File: config.mk
export PLATFORM = sky130hd
export DESIGN_NAME = mulrev_unit
export DESIGN_NICKNAME = d
export VERILOG_FILES = /design/src/rtl/mrx_pkg.sv /design/src/rtl/mrx_regbank.sv /design/src/rtl/mrx_byteswap.sv /design/src/rtl/mrx_seqmul.sv /design/src/rtl/mulrev_unit.sv
export SDC_FILE = /design/constraint.sdc
export NUM_CORES = 1
export LEC_CHECK = 0
export CORE_AREA = 5 5 261 263
export CTS_CLUSTER_DIAMETER = 150
export DETAILED_ROUTE_END_ITERATION = 8
export DIE_AREA = 0 0 266 268
export PLACE_DENSITY_LB_ADDON = 0.08
export SYNTH_ARGS = -nofsm -noshare
export SYNTH_HDL_FRONTEND = slang
export SYNTH_SLANG_ARGS = --single-unit
File: constraint.sdc
create_clock -name clk -period 5.6 [get_ports clk]
set_input_delay 1.68 -clock clk [delete_from_list [all_inputs] [get_ports clk]]
set_output_delay 1.68 -clock clk [all_outputs]
set_load 0.01 [all_outputs]
File: src/rtl/mrx_pkg.sv
package mrx_pkg;

    typedef enum logic [1:0] {
        OP_MUL   = 2'd0,
        OP_REV   = 2'd1,
        OP_REV16 = 2'd2,
        OP_REVSH = 2'd3
    } op_e;

    // bit positions inside the four-bit flag word
    localparam int FLG_N = 3;
    localparam int FLG_Z = 2;
    localparam int FLG_C = 1;
    localparam int FLG_V = 0;

endpackage

File: src/rtl/mrx_regbank.sv
module mrx_regbank #(
    parameter int XLEN  = 32,
    parameter int NREGS = 8,
    localparam int IDXW = $clog2(NREGS)
) (
    input  logic            clk,
    input  logic            rst,
    input  logic            we,
    input  logic [IDXW-1:0] widx,
    input  logic [XLEN-1:0] wdata,
    input  logic [IDXW-1:0] ra_idx,
    output logic [XLEN-1:0] ra_data,
    input  logic [IDXW-1:0] rb_idx,
    output logic [XLEN-1:0] rb_data,
    input  logic [IDXW-1:0] rc_idx,
    output logic [XLEN-1:0] rc_data
);

    logic [XLEN-1:0] regs_q [NREGS];
    logic [XLEN-1:0] regs_d [NREGS];

    always_comb begin
        regs_d = regs_q;
        if (we) begin
            regs_d[widx] = wdata;
        end
    end

    always_ff @(posedge clk) begin
        if (rst) begin
            regs_q <= '{default: '0};
        end else begin
            regs_q <= regs_d;
        end
    end

    assign ra_data = regs_q[ra_idx];
    assign rb_data = regs_q[rb_idx];
    assign rc_data = regs_q[rc_idx];

endmodule

File: src/rtl/mrx_byteswap.sv
module mrx_byteswap #(
    parameter int XLEN = 32
) (
    input  mrx_pkg::op_e    op,
    input  logic [XLEN-1:0] src,
    output logic [XLEN-1:0] res
);
    import mrx_pkg::*;

    localparam int NBYTES = XLEN / 8;
    localparam int NHALF  = XLEN / 16;

    logic [XLEN-1:0] word_rev;
    logic [XLEN-1:0] half_rev;
    logic [XLEN-1:0] sext_rev;

    for (genvar b = 0; b < NBYTES; b++) begin : g_word
        assign word_rev[b*8 +: 8] = src[(NBYTES-1-b)*8 +: 8];
    end

    for (genvar h = 0; h < NHALF; h++) begin : g_half
        assign half_rev[h*16     +: 8] = src[h*16 + 8 +: 8];
        assign half_rev[h*16 + 8 +: 8] = src[h*16     +: 8];
    end

    assign sext_rev = {{(XLEN-16){src[7]}}, src[7:0], src[15:8]};

    always_comb begin
        case (op)
            OP_REV16: res = half_rev;
            OP_REVSH: res = sext_rev;
            default:  res = word_rev;
        endcase
    end

endmodule

File: src/rtl/mrx_seqmul.sv
module mrx_seqmul #(
    parameter int XLEN = 32,
    localparam int CW  = $clog2(XLEN)
) (
    input  logic            clk,
    input  logic            rst,
    input  logic            start,
    input  logic [XLEN-1:0] op_a,
    input  logic [XLEN-1:0] op_b,
    output logic            busy,
    output logic            last,
    output logic [XLEN-1:0] result
);

    typedef struct packed {
        logic            busy;
        logic [CW-1:0]   cnt;
        logic [XLEN-1:0] acc;
        logic [XLEN-1:0] ma;
        logic [XLEN-1:0] mb;
    } mstate_t;

    mstate_t st_q, st_d;

    always_comb begin
        st_d = st_q;
        if (st_q.busy) begin
            st_d.acc = st_q.acc + (st_q.mb[0] ? st_q.ma : '0);
            st_d.ma  = st_q.ma << 1;
            st_d.mb  = st_q.mb >> 1;
            st_d.cnt = st_q.cnt + 1'b1;
            if (st_q.cnt == CW'(XLEN-1)) begin
                st_d.busy = 1'b0;
            end
        end else if (start) begin
            st_d.busy = 1'b1;
            st_d.cnt  = '0;
            st_d.acc  = '0;
            st_d.ma   = op_a;
            st_d.mb   = op_b;
        end
    end

    always_ff @(posedge clk) begin
        if (rst) begin
            st_q <= '0;
        end else begin
            st_q <= st_d;
        end
    end

    assign busy   = st_q.busy;
    assign last   = st_q.busy && (st_q.cnt == CW'(XLEN-1));
    assign result = st_d.acc;

endmodule

File: src/rtl/mulrev_unit.sv
module mulrev_unit #(
    parameter int XLEN  = 32,
    parameter int NREGS = 8,
    localparam int IDXW = $clog2(NREGS)
) (
    input  logic            clk,
    input  logic            rst,
    input  logic            req_valid,
    input  logic [1:0]      req_op,
    input  logic [IDXW-1:0] req_rd,
    input  logic [IDXW-1:0] req_rn,
    input  logic [IDXW-1:0] req_rm,
    input  logic            ld_we,
    input  logic [IDXW-1:0] ld_idx,
    input  logic [XLEN-1:0] ld_data,
    input  logic            flag_we,
    input  logic [3:0]      flag_in,
    input  logic [IDXW-1:0] peek_idx,
    output logic [XLEN-1:0] peek_data,
    output logic            busy,
    output logic            done,
    output logic            err,
    output logic            wb_valid,
    output logic [IDXW-1:0] wb_idx,
    output logic [XLEN-1:0] wb_data,
    output logic [3:0]      flags
);
    import mrx_pkg::*;

    typedef struct packed {
        logic            done;
        logic            err;
        logic            wbv;
        logic [IDXW-1:0] wbidx;
        logic [XLEN-1:0] wbdata;
        logic [IDXW-1:0] mrd;
        logic [3:0]      flg;
    } ctl_t;

    ctl_t st_q, st_d;

    op_e             op_w;
    logic [XLEN-1:0] src_a, src_b, swap_res, mul_res;
    logic            mul_busy, mul_last, mul_start;
    logic            accept, is_mul, rev_go;
    logic            bank_we;
    logic [IDXW-1:0] bank_widx;
    logic [XLEN-1:0] bank_wdata;

    assign op_w = op_e'(req_op);

    mrx_regbank #(.XLEN(XLEN), .NREGS(NREGS)) u_bank (
        .clk     (clk),
        .rst     (rst),
        .we      (bank_we),
        .widx    (bank_widx),
        .wdata   (bank_wdata),
        .ra_idx  (req_rn),
        .ra_data (src_a),
        .rb_idx  (req_rm),
        .rb_data (src_b),
        .rc_idx  (peek_idx),
        .rc_data (peek_data)
    );

    mrx_byteswap #(.XLEN(XLEN)) u_swap (
        .op  (op_w),
        .src (src_a),
        .res (swap_res)
    );

    mrx_seqmul #(.XLEN(XLEN)) u_mul (
        .clk    (clk),
        .rst    (rst),
        .start  (mul_start),
        .op_a   (src_a),
        .op_b   (src_b),
        .busy   (mul_busy),
        .last   (mul_last),
        .result (mul_res)
    );

    always_comb begin
        st_d      = st_q;
        st_d.done = 1'b0;
        st_d.err  = 1'b0;
        st_d.wbv  = 1'b0;

        accept    = req_valid && !mul_busy;
        is_mul    = (op_w == OP_MUL);
        mul_start = accept && is_mul && (req_rd == req_rm);
        rev_go    = accept && !is_mul;

        if (accept && is_mul && (req_rd != req_rm)) begin
            st_d.err = 1'b1;
        end
        if (mul_start) begin
            st_d.mrd = req_rd;
        end
        if (flag_we) begin
            st_d.flg = flag_in;
        end

        bank_we    = ld_we;
        bank_widx  = ld_idx;
        bank_wdata = ld_data;

        if (mul_last) begin
            bank_we         = 1'b1;
            bank_widx       = st_q.mrd;
            bank_wdata      = mul_res;
            st_d.done       = 1'b1;
            st_d.wbv        = 1'b1;
            st_d.wbidx      = st_q.mrd;
            st_d.wbdata     = mul_res;
            st_d.flg[FLG_N] = mul_res[XLEN-1];
            st_d.flg[FLG_Z] = (mul_res == '0);
        end else if (rev_go) begin
            bank_we     = 1'b1;
            bank_widx   = req_rd;
            bank_wdata  = swap_res;
            st_d.wbv    = 1'b1;
            st_d.wbidx  = req_rd;
            st_d.wbdata = swap_res;
        end
    end

    always_ff @(posedge clk) begin
        if (rst) begin
            st_q <= '0;
        end else begin
            st_q <= st_d;
        end
    end

    assign busy     = mul_busy;
    assign done     = st_q.done;
    assign err      = st_q.err;
    assign wb_valid = st_q.wbv;
    assign wb_idx   = st_q.wbidx;
    assign wb_data  = st_q.wbdata;
    assign flags    = st_q.flg;

endmodule

==> run summary, run 1 <==
Floorplanning
• **effective utilization at floorplan** 0.3473
• **die height** 268 um
• **Placeable Area** 65,390 sq um
• **overall die width** 266 um
• **total I/O pin count** 133
• **Std-Cell Rows** 94
• **area of the die** 71,290 sq um

GRT
• **residual overflow from global routing** 0
• **met3 Use GR** 0.02884
• **met1 Resource Use GR** 0.3172
• **vias in the first global route** 18,827
• **first-pass GRT wire length** 124,200 um
• **number of antenna violations at the first check in global routing** 2
• **routing layer with the top usage in global route** met2
• **overall routing resource usage** 0.2269
• **met2 global-route usage** 0.3723
• **pin count of the biggest net entering global routing** 161

Final layout
• **fraction of final layout cells with drive strength greater than 1** 0.1913
• **number of nets in the layout** 2,426
• **core occupancy in the finished layout** 0.4047
• **final standard cell count with taps included and fillers excluded** 3,238
• **area grow syn2layout** 16.52%
• **filler instances** 6,477
• **final design instance area without fill** 26,460 sq um

Run status
• **status** finished clean

Worst setup path
• **Setup Crit Path Kind** input port to output pin
• **slowest cell on the critical path** sky130_fd_sc_hd__mux4_2
• **highest net fanout along the worst path** 18
• **endpoint kind of the worst setup timing path** output pin
• **worst path cell trace** buf_4 > buf_12 > mux4_2 > mux2_2 > clkdlybuf4s50_1
• **startpoint types** input port
• **data arrival time at the worst-slack endpoint** 3.54 ns
• **CP required** 3.92 ns
• **max incr delay on CP** 0.51 ns

Routing
• **number of DRC violations after detailed-routing iteration 0** 1,650
• **detailed-route DRC error count** 0
• **Detailed Routing Iterations Pass 1** 6
• **Via Count** 19,127
• **wire length per cell after detailed routing** 25.60 um
• **vias per cell** 5.907
• **Routed Antenna Nets** 0
• **Total Routed Length** 82,900 um

STA
• **transition time at the pin with the least slew margin** 1.163 ns
• **final critical-path share of the clock period** 0.9329
• **tightest slew margin relative to the limit** 0.2236
• **Highest Clock Rate** 191.4 MHz
• **Final Hold Fails** 0
• **setup TNS after final layout** 0 ns
• **final setup slack of the worst path** 0.3758 ns
• **min Tclk post-route** 5.224 ns
• **max-slew violation total from the final report** 0
• **total of endpoints with negative setup slack in the final report** 0
• **hold_ws** 0.4545 ns
• **largest clock skew in the final design** 0.02095 ns
• **unrepaired setup endpoints after global routing** false

Placed design
• **estimated wirelength of the detail-placed design** 55,160 um
• **total instance count after detailed placement** 3,147
• **Place WS** 0.3350 ns
• **quantity of I/O buffers inserted on ports** 132
• **Final GP Congestion** 0.8675
• **Post-DP Area** 24,790 sq um

Run
• **maxcap violations** 0

Yosys
• **Yosys cell types** 71
• **leading cell types by total area after synthesis** sky130_fd_sc_hd__dfxtp_1 36%, sky130_fd_sc_hd__mux4_2 19%, sky130_fd_sc_hd__a211oi_1 7.9%, sky130_fd_sc_hd__nor2_1 7.5%, sky130_fd_sc_hd__mux2_2 2.9%
• **number of instances in the synthesized netlist** 2,332
• **post-synthesis net count** 2,424
• **number of flip-flops and latches in the synthesized netlist** 403
• **async set-or-reset flop fraction in the synthesized netlist** 0
• **number of flops mapped to enable cells by yosys** 0
• **Most used DFF post-synth** sky130_fd_sc_hd__dfxtp_1
• **mean post-synth cell area** 9.738 sq um
• **count leader, synth** sky130_fd_sc_hd__nor2_1
• **Yosys Warn Count** 0
• **sequential-to-total area share from yosys stat** 0.3553
• **Synth top area share** 0.3553
• **top cells by count, synth** 453 x sky130_fd_sc_hd__nor2_1, 403 x sky130_fd_sc_hd__dfxtp_1, 239 x sky130_fd_sc_hd__a211oi_1
• **post-synth top area cell** sky130_fd_sc_hd__dfxtp_1
• **post-synth design cell area** 22,710 sq um

Clocking
• **Clock Root Buffer** sky130_fd_sc_hd__clkbuf_16
• **hold buffer count at CTS** 0
• **post-CTS clock slew at the launch and capture registers of the worst setup and hold paths** 0.06 ns
• **maximum number of buffers from clock root to sink** 3
• **Post-CTS Repair Setup Buffers** 0
• **later-pin clock latency in the skew report** 0.60 ns
• **CTS tree** done
• **Resized Gates After CTS** 0
• **htree depth** 2
• **number of clock buffers inserted by TritonCTS** 49
• **number of clock sinks** 403

Pwr
• **worst ir drop on vdd** 0.2066 mV
• **Leak** 9.040 nW
• **PnR Total Power** 7.648 mW
• **ratio of total power to cell area** 289.0 nW/um^2

Min path
• **Worst Hold Class** flop to flop

[final timing paths]
check,start,endpoint,slack [ns],cells past startpoint
min reg2reg,wb_data[5]$_SDFFE_PP0P_,wb_data[5]$_SDFFE_PP0P_,0.45,2
max,peek_idx[0],peek_data[8],0.38,5
min,wb_data[5]$_SDFFE_PP0P_,wb_data[5]$_SDFFE_PP0P_,0.45,2
max reg2reg,u_mul.st_q[0]$_SDFFE_PP0P_,u_bank.regs_q[157]$_SDFFE_PP0P_,0.94,11
[power breakdown]
group          switching, mW  internal [mW]  total (mW)
sequential             0.129           3.01        3.14
clock                   1.34           1.96        3.30
combinational          0.677          0.533        1.21
[logic make-up after synthesis]
family,synth area share
adders and majority gates,0.01906
DFF,0.3553
xor gates and xnor gates,0.01003
AOI/OAI and AO/OA,0.1928
buffers and inverters,0.05388
and+or+nand+nor,0.1264
muxes,0.2425
[worst max-delay path, delay by kind of cell]
family,cells,cell delay [ns]
buf+inv,3,1.04
mux,2,0.82
[final cells by class]
cell class              instances  area [sq um]  share of cell area
multi-input cells            1656         13480              0.5093
flip-flops and latches        403          8071              0.3050
repair buffers                212          2115             0.07991
clock buffers                  68          1419             0.05362
well taps                     864          1081             0.04085
clock inverters                22         250.2            0.009457
inverters                      12         45.04            0.001702
diodes                          1         2.502          0.00009457
[per-layer routing]
metal | wire length, um | share of wire
met1 | 37110 | 0.45
met2 | 38800 | 0.47
met3 | 4389 | 0.053
met4 | 2587 | 0.031
met5 | 13 | 0.00016
[flip-flops by register name (all words and copies together) (netlist names)]
register,flops
u_bank.regs_q,256
u_mul.st_q,101
wb_data,32
flags,4
st_q,3
wb_idx,3
done,1
err,1
u_mul.busy,1
wb_valid,1
[layout by cell type, fill, tap and decap left out, drive strengths merged, types with 8 or more instances in the layout]
cell	netlist	final
nor2	454	454
dfxtp	403	403
a211oi	241	241
mux4	192	192
a21oi	126	126
clkdlybuf4s50	0	121
nand2	99	99
buf	99	91
clkbuf	162	68
mux2	58	58
o21ai	57	57
mux2i	53	53
a221oi	52	52
a22oi	44	44
and2	38	38
ha	33	33
a311oi	24	24
nor3	17	17
nand3	15	15
nand4	14	14
clkinv	1	14
xnor2	13	13
xor2	13	13
inv	11	12
and3	10	10
o32ai	10	10
a21o	9	9
o211ai	8	8
o21a	8	8
(Power assumes the default switching activity.)
==> inputs of run 2 (changes only) <==
--- a/config.mk
+++ b/config.mk
@@ -5,10 +5,10 @@
 export SDC_FILE = /design/constraint.sdc
 export NUM_CORES = 1
 export LEC_CHECK = 0
-export CORE_AREA = 5 5 261 263
+export CORE_AREA = 5 5 203 205
 export CTS_CLUSTER_DIAMETER = 150
 export DETAILED_ROUTE_END_ITERATION = 8
-export DIE_AREA = 0 0 266 268
+export DIE_AREA = 0 0 208 210
 export PLACE_DENSITY_LB_ADDON = 0.08
 export SYNTH_ARGS = -nofsm -noshare
 export SYNTH_HDL_FRONTEND = slang
==> run summary, run 2 (synthesized netlist as in run 1, its figures left out) <==
Pwr
• **Logic pwr share** 0.158, about the same
• **reported net switching power** 2.020 mW, was 2.147 mW
• **worst ir drop on vdd** 0.2538 mV, was 0.2066 mV
• **sequential power share** 0.427, was 0.410
• **PnR Total Power** 7.344 mW, was 7.648 mW
• **fraction of power spent switching nets** 0.2750, was 0.2807
• **ratio of total power to cell area** 285.6 nW/um^2, was 289.0 nW/um^2
• **internal portion of total power** 5.324 mW, was 5.501 mW
• **proportion of power drawn by the clock network** 0.415, was 0.432
• **Leak** 8.897 nW, was 9.040 nW

STA
• **unrepaired setup endpoints after global routing** false, unchanged
• **total of endpoints with negative setup slack in the final report** 0, unchanged
• **min Tclk post-route** 5.173 ns, was 5.224 ns
• **largest clock skew in the final design** 0.01830 ns, was 0.02095 ns
• **Highest Clock Rate** 193.3 MHz, was 191.4 MHz
• **final critical-path share of the clock period** 0.9237, was 0.9329
• **transition time at the pin with the least slew margin** 1.311 ns, was 1.163 ns
• **hold_ws** 0.4599 ns, was 0.4545 ns
• **tightest slew margin relative to the limit** 0.1234, was 0.2236
• **final setup slack of the worst path** 0.4274 ns, was 0.3758 ns
• **max-slew violation total from the final report** 0, unchanged
• **setup TNS after final layout** 0 ns, unchanged
• **Final Hold Fails** 0, unchanged

GRT
• **number of antenna violations at the first check in global routing** 1, was 2
• **overall routing resource usage** 0.3183, was 0.2269
• **vias in the first global route** 18,783, was 18,827
• **residual overflow from global routing** 0, unchanged
• **first-pass GRT wire length** 110,600 um, was 124,200 um
• **pin count of the biggest net entering global routing** 152, was 161

Clocking
• **Resized Gates After CTS** 0, unchanged
• **number of clock buffers inserted by TritonCTS** 45, was 49
• **Clock Root Buffer** sky130_fd_sc_hd__clkbuf_16, unchanged
• **hold buffer count at CTS** 0, unchanged
• **CTS tree** done, unchanged
• **post-CTS clock slew at the launch and capture registers of the worst setup and hold paths** 0.06 ns, about the same
• **maximum number of buffers from clock root to sink** 3, unchanged
• **later-pin clock latency in the skew report** 0.59 ns, was 0.60 ns
• **htree depth** 2, unchanged
• **number of clock sinks** 403, unchanged
• **Post-CTS Repair Setup Buffers** 0, unchanged

Final layout
• **max FFs per register** 256, unchanged
• **final standard cell count with taps included and fillers excluded** 2,878, was 3,238
• **number of nets in the layout** 2,409, was 2,426
• **most common cell after layout, fill and taps aside** sky130_fd_sc_hd__nor2_1, unchanged
• **final design instance area without fill** 25,720 sq um, was 26,460 sq um
• **core occupancy in the finished layout** 0.6548, was 0.4047
• **register ranked first by flip-flop count** u_bank.regs_q, unchanged
• **filler instances** 3,209, was 6,477
• **highest-count cells in the layout ignoring fill and taps** 451 x sky130_fd_sc_hd__nor2_1, 402 x sky130_fd_sc_hd__dfxtp_1, 239 x sky130_fd_sc_hd__a211oi_1, unchanged
• **fraction of final layout cells with drive strength greater than 1** 0.1832, was 0.1913
• **Diodes inserted** 0, was 1
• **area grow syn2layout** 13.24%, was 16.52%

Floorplanning
• **die height** 210 um, was 268 um
• **overall die width** 208 um, was 266 um
• **Std-Cell Rows** 73, was 94
• **Placeable Area** 39,280 sq um, was 65,390 sq um
• **area of the die** 43,680 sq um, was 71,290 sq um
• **total I/O pin count** 133, unchanged
• **effective utilization at floorplan** 0.5782, was 0.3473

Worst setup path
• **highest net fanout along the worst path** 36, was 18
• **Setup Crit Path Kind** input port to output pin, unchanged
• **startpoint types** input port, unchanged
• **endpoint kind of the worst setup timing path** output pin, unchanged
• **CP required** 3.92 ns, about the same
• **data arrival time at the worst-slack endpoint** 3.49 ns, was 3.54 ns

Run
• **maxcap violations** 0, unchanged

Routing
• **Via Count** 19,394, was 19,127
• **Total Routed Length** 72,020 um, was 82,900 um
• **number of DRC violations after detailed-routing iteration 0** 2,402, was 1,650
• **Routed Antenna Nets** 0, unchanged
• **wire length per cell after detailed routing** 25.02 um, was 25.60 um
• **detailed-route DRC error count** 0, unchanged
• **Detailed Routing Iterations Pass 1** 6, unchanged
• **vias per cell** 6.739, was 5.907

Placed design
• **total instance count after detailed placement** 2,795, was 3,147
• **Final GP Congestion** 0.9278, was 0.8675
• **Place WS** 0.3571 ns, was 0.3350 ns
• **estimated wirelength of the detail-placed design** 47,920 um, was 55,160 um
• **Post-DP Area** 24,190 sq um, was 24,790 sq um
• **quantity of I/O buffers inserted on ports** 132, unchanged

Min path
• **Worst Hold Class** flop to flop, unchanged

Run status
• **status** finished clean, unchanged

-- run 2: layer usage --
| metal | vias to the layer above | part of all wire | routed length, um | GRT usage |
|---|---|---|---|---|
| met3 | 178 | 0.086 | 6189 | 0.04733 |
| met5 | - | 0 | 0 | 0 |
| li1 | 8754 | - | - | - |
| met2 | 951 | 0.47 | 33880 | 0.5164 |
| met4 | 0 | 0.041 | 2982 | 0.1255 |
| met1 | 9511 | 0.40 | 28970 | 0.4354 |
-- run 2: worst paths after layout --
check / slack, ns / startpoint / cells past startpoint / end
min reg2reg: 0.46 / st_q[4]$_SDFFE_PP0P_ / 2 / st_q[4]$_SDFFE_PP0P_
max reg2reg: 0.77 / u_mul.st_q[0]$_SDFFE_PP0P_ / 14 / u_bank.regs_q[24]$_SDFFE_PP0P_
min: 0.46 / st_q[4]$_SDFFE_PP0P_ / 2 / st_q[4]$_SDFFE_PP0P_
max: 0.43 / peek_idx[0] / 5 / peek_data[29]
-- run 2: power by group through the flow --
stage	Sequential (mW)	Clock [mW]	Combinational [mW]
3_5_place_dp	3.19	0	1.14
3_3_place_gp	3.18	0	1.12
5_1_grt	3.15	3.21	1.23
6_report	3.14	3.05	1.16
2_1_floorplan	3.15	0	0.777
4_1_cts	3.13	3.09	1.15
-- run 2: layout make-up --
class	instances	area (sq um)	share of cell area
multi-input combinational	1656	13480	0.5241
sequential	403	8071	0.3139
timing repair buffer	199	1937	0.07532
clock buffer	70	1383	0.05376
tap	525	656.9	0.02554
clock inverter	13	145.1	0.005644
inverter	12	45.04	0.001752
-- run 2: worst max-delay path, cell delays in order --
cell and delay (ns):
sky130_fd_sc_hd__buf_4 0.12, sky130_fd_sc_hd__buf_12 0.27, sky130_fd_sc_hd__mux4_2 0.55, sky130_fd_sc_hd__mux2_2 0.32, sky130_fd_sc_hd__clkdlybuf4s50_1 0.49
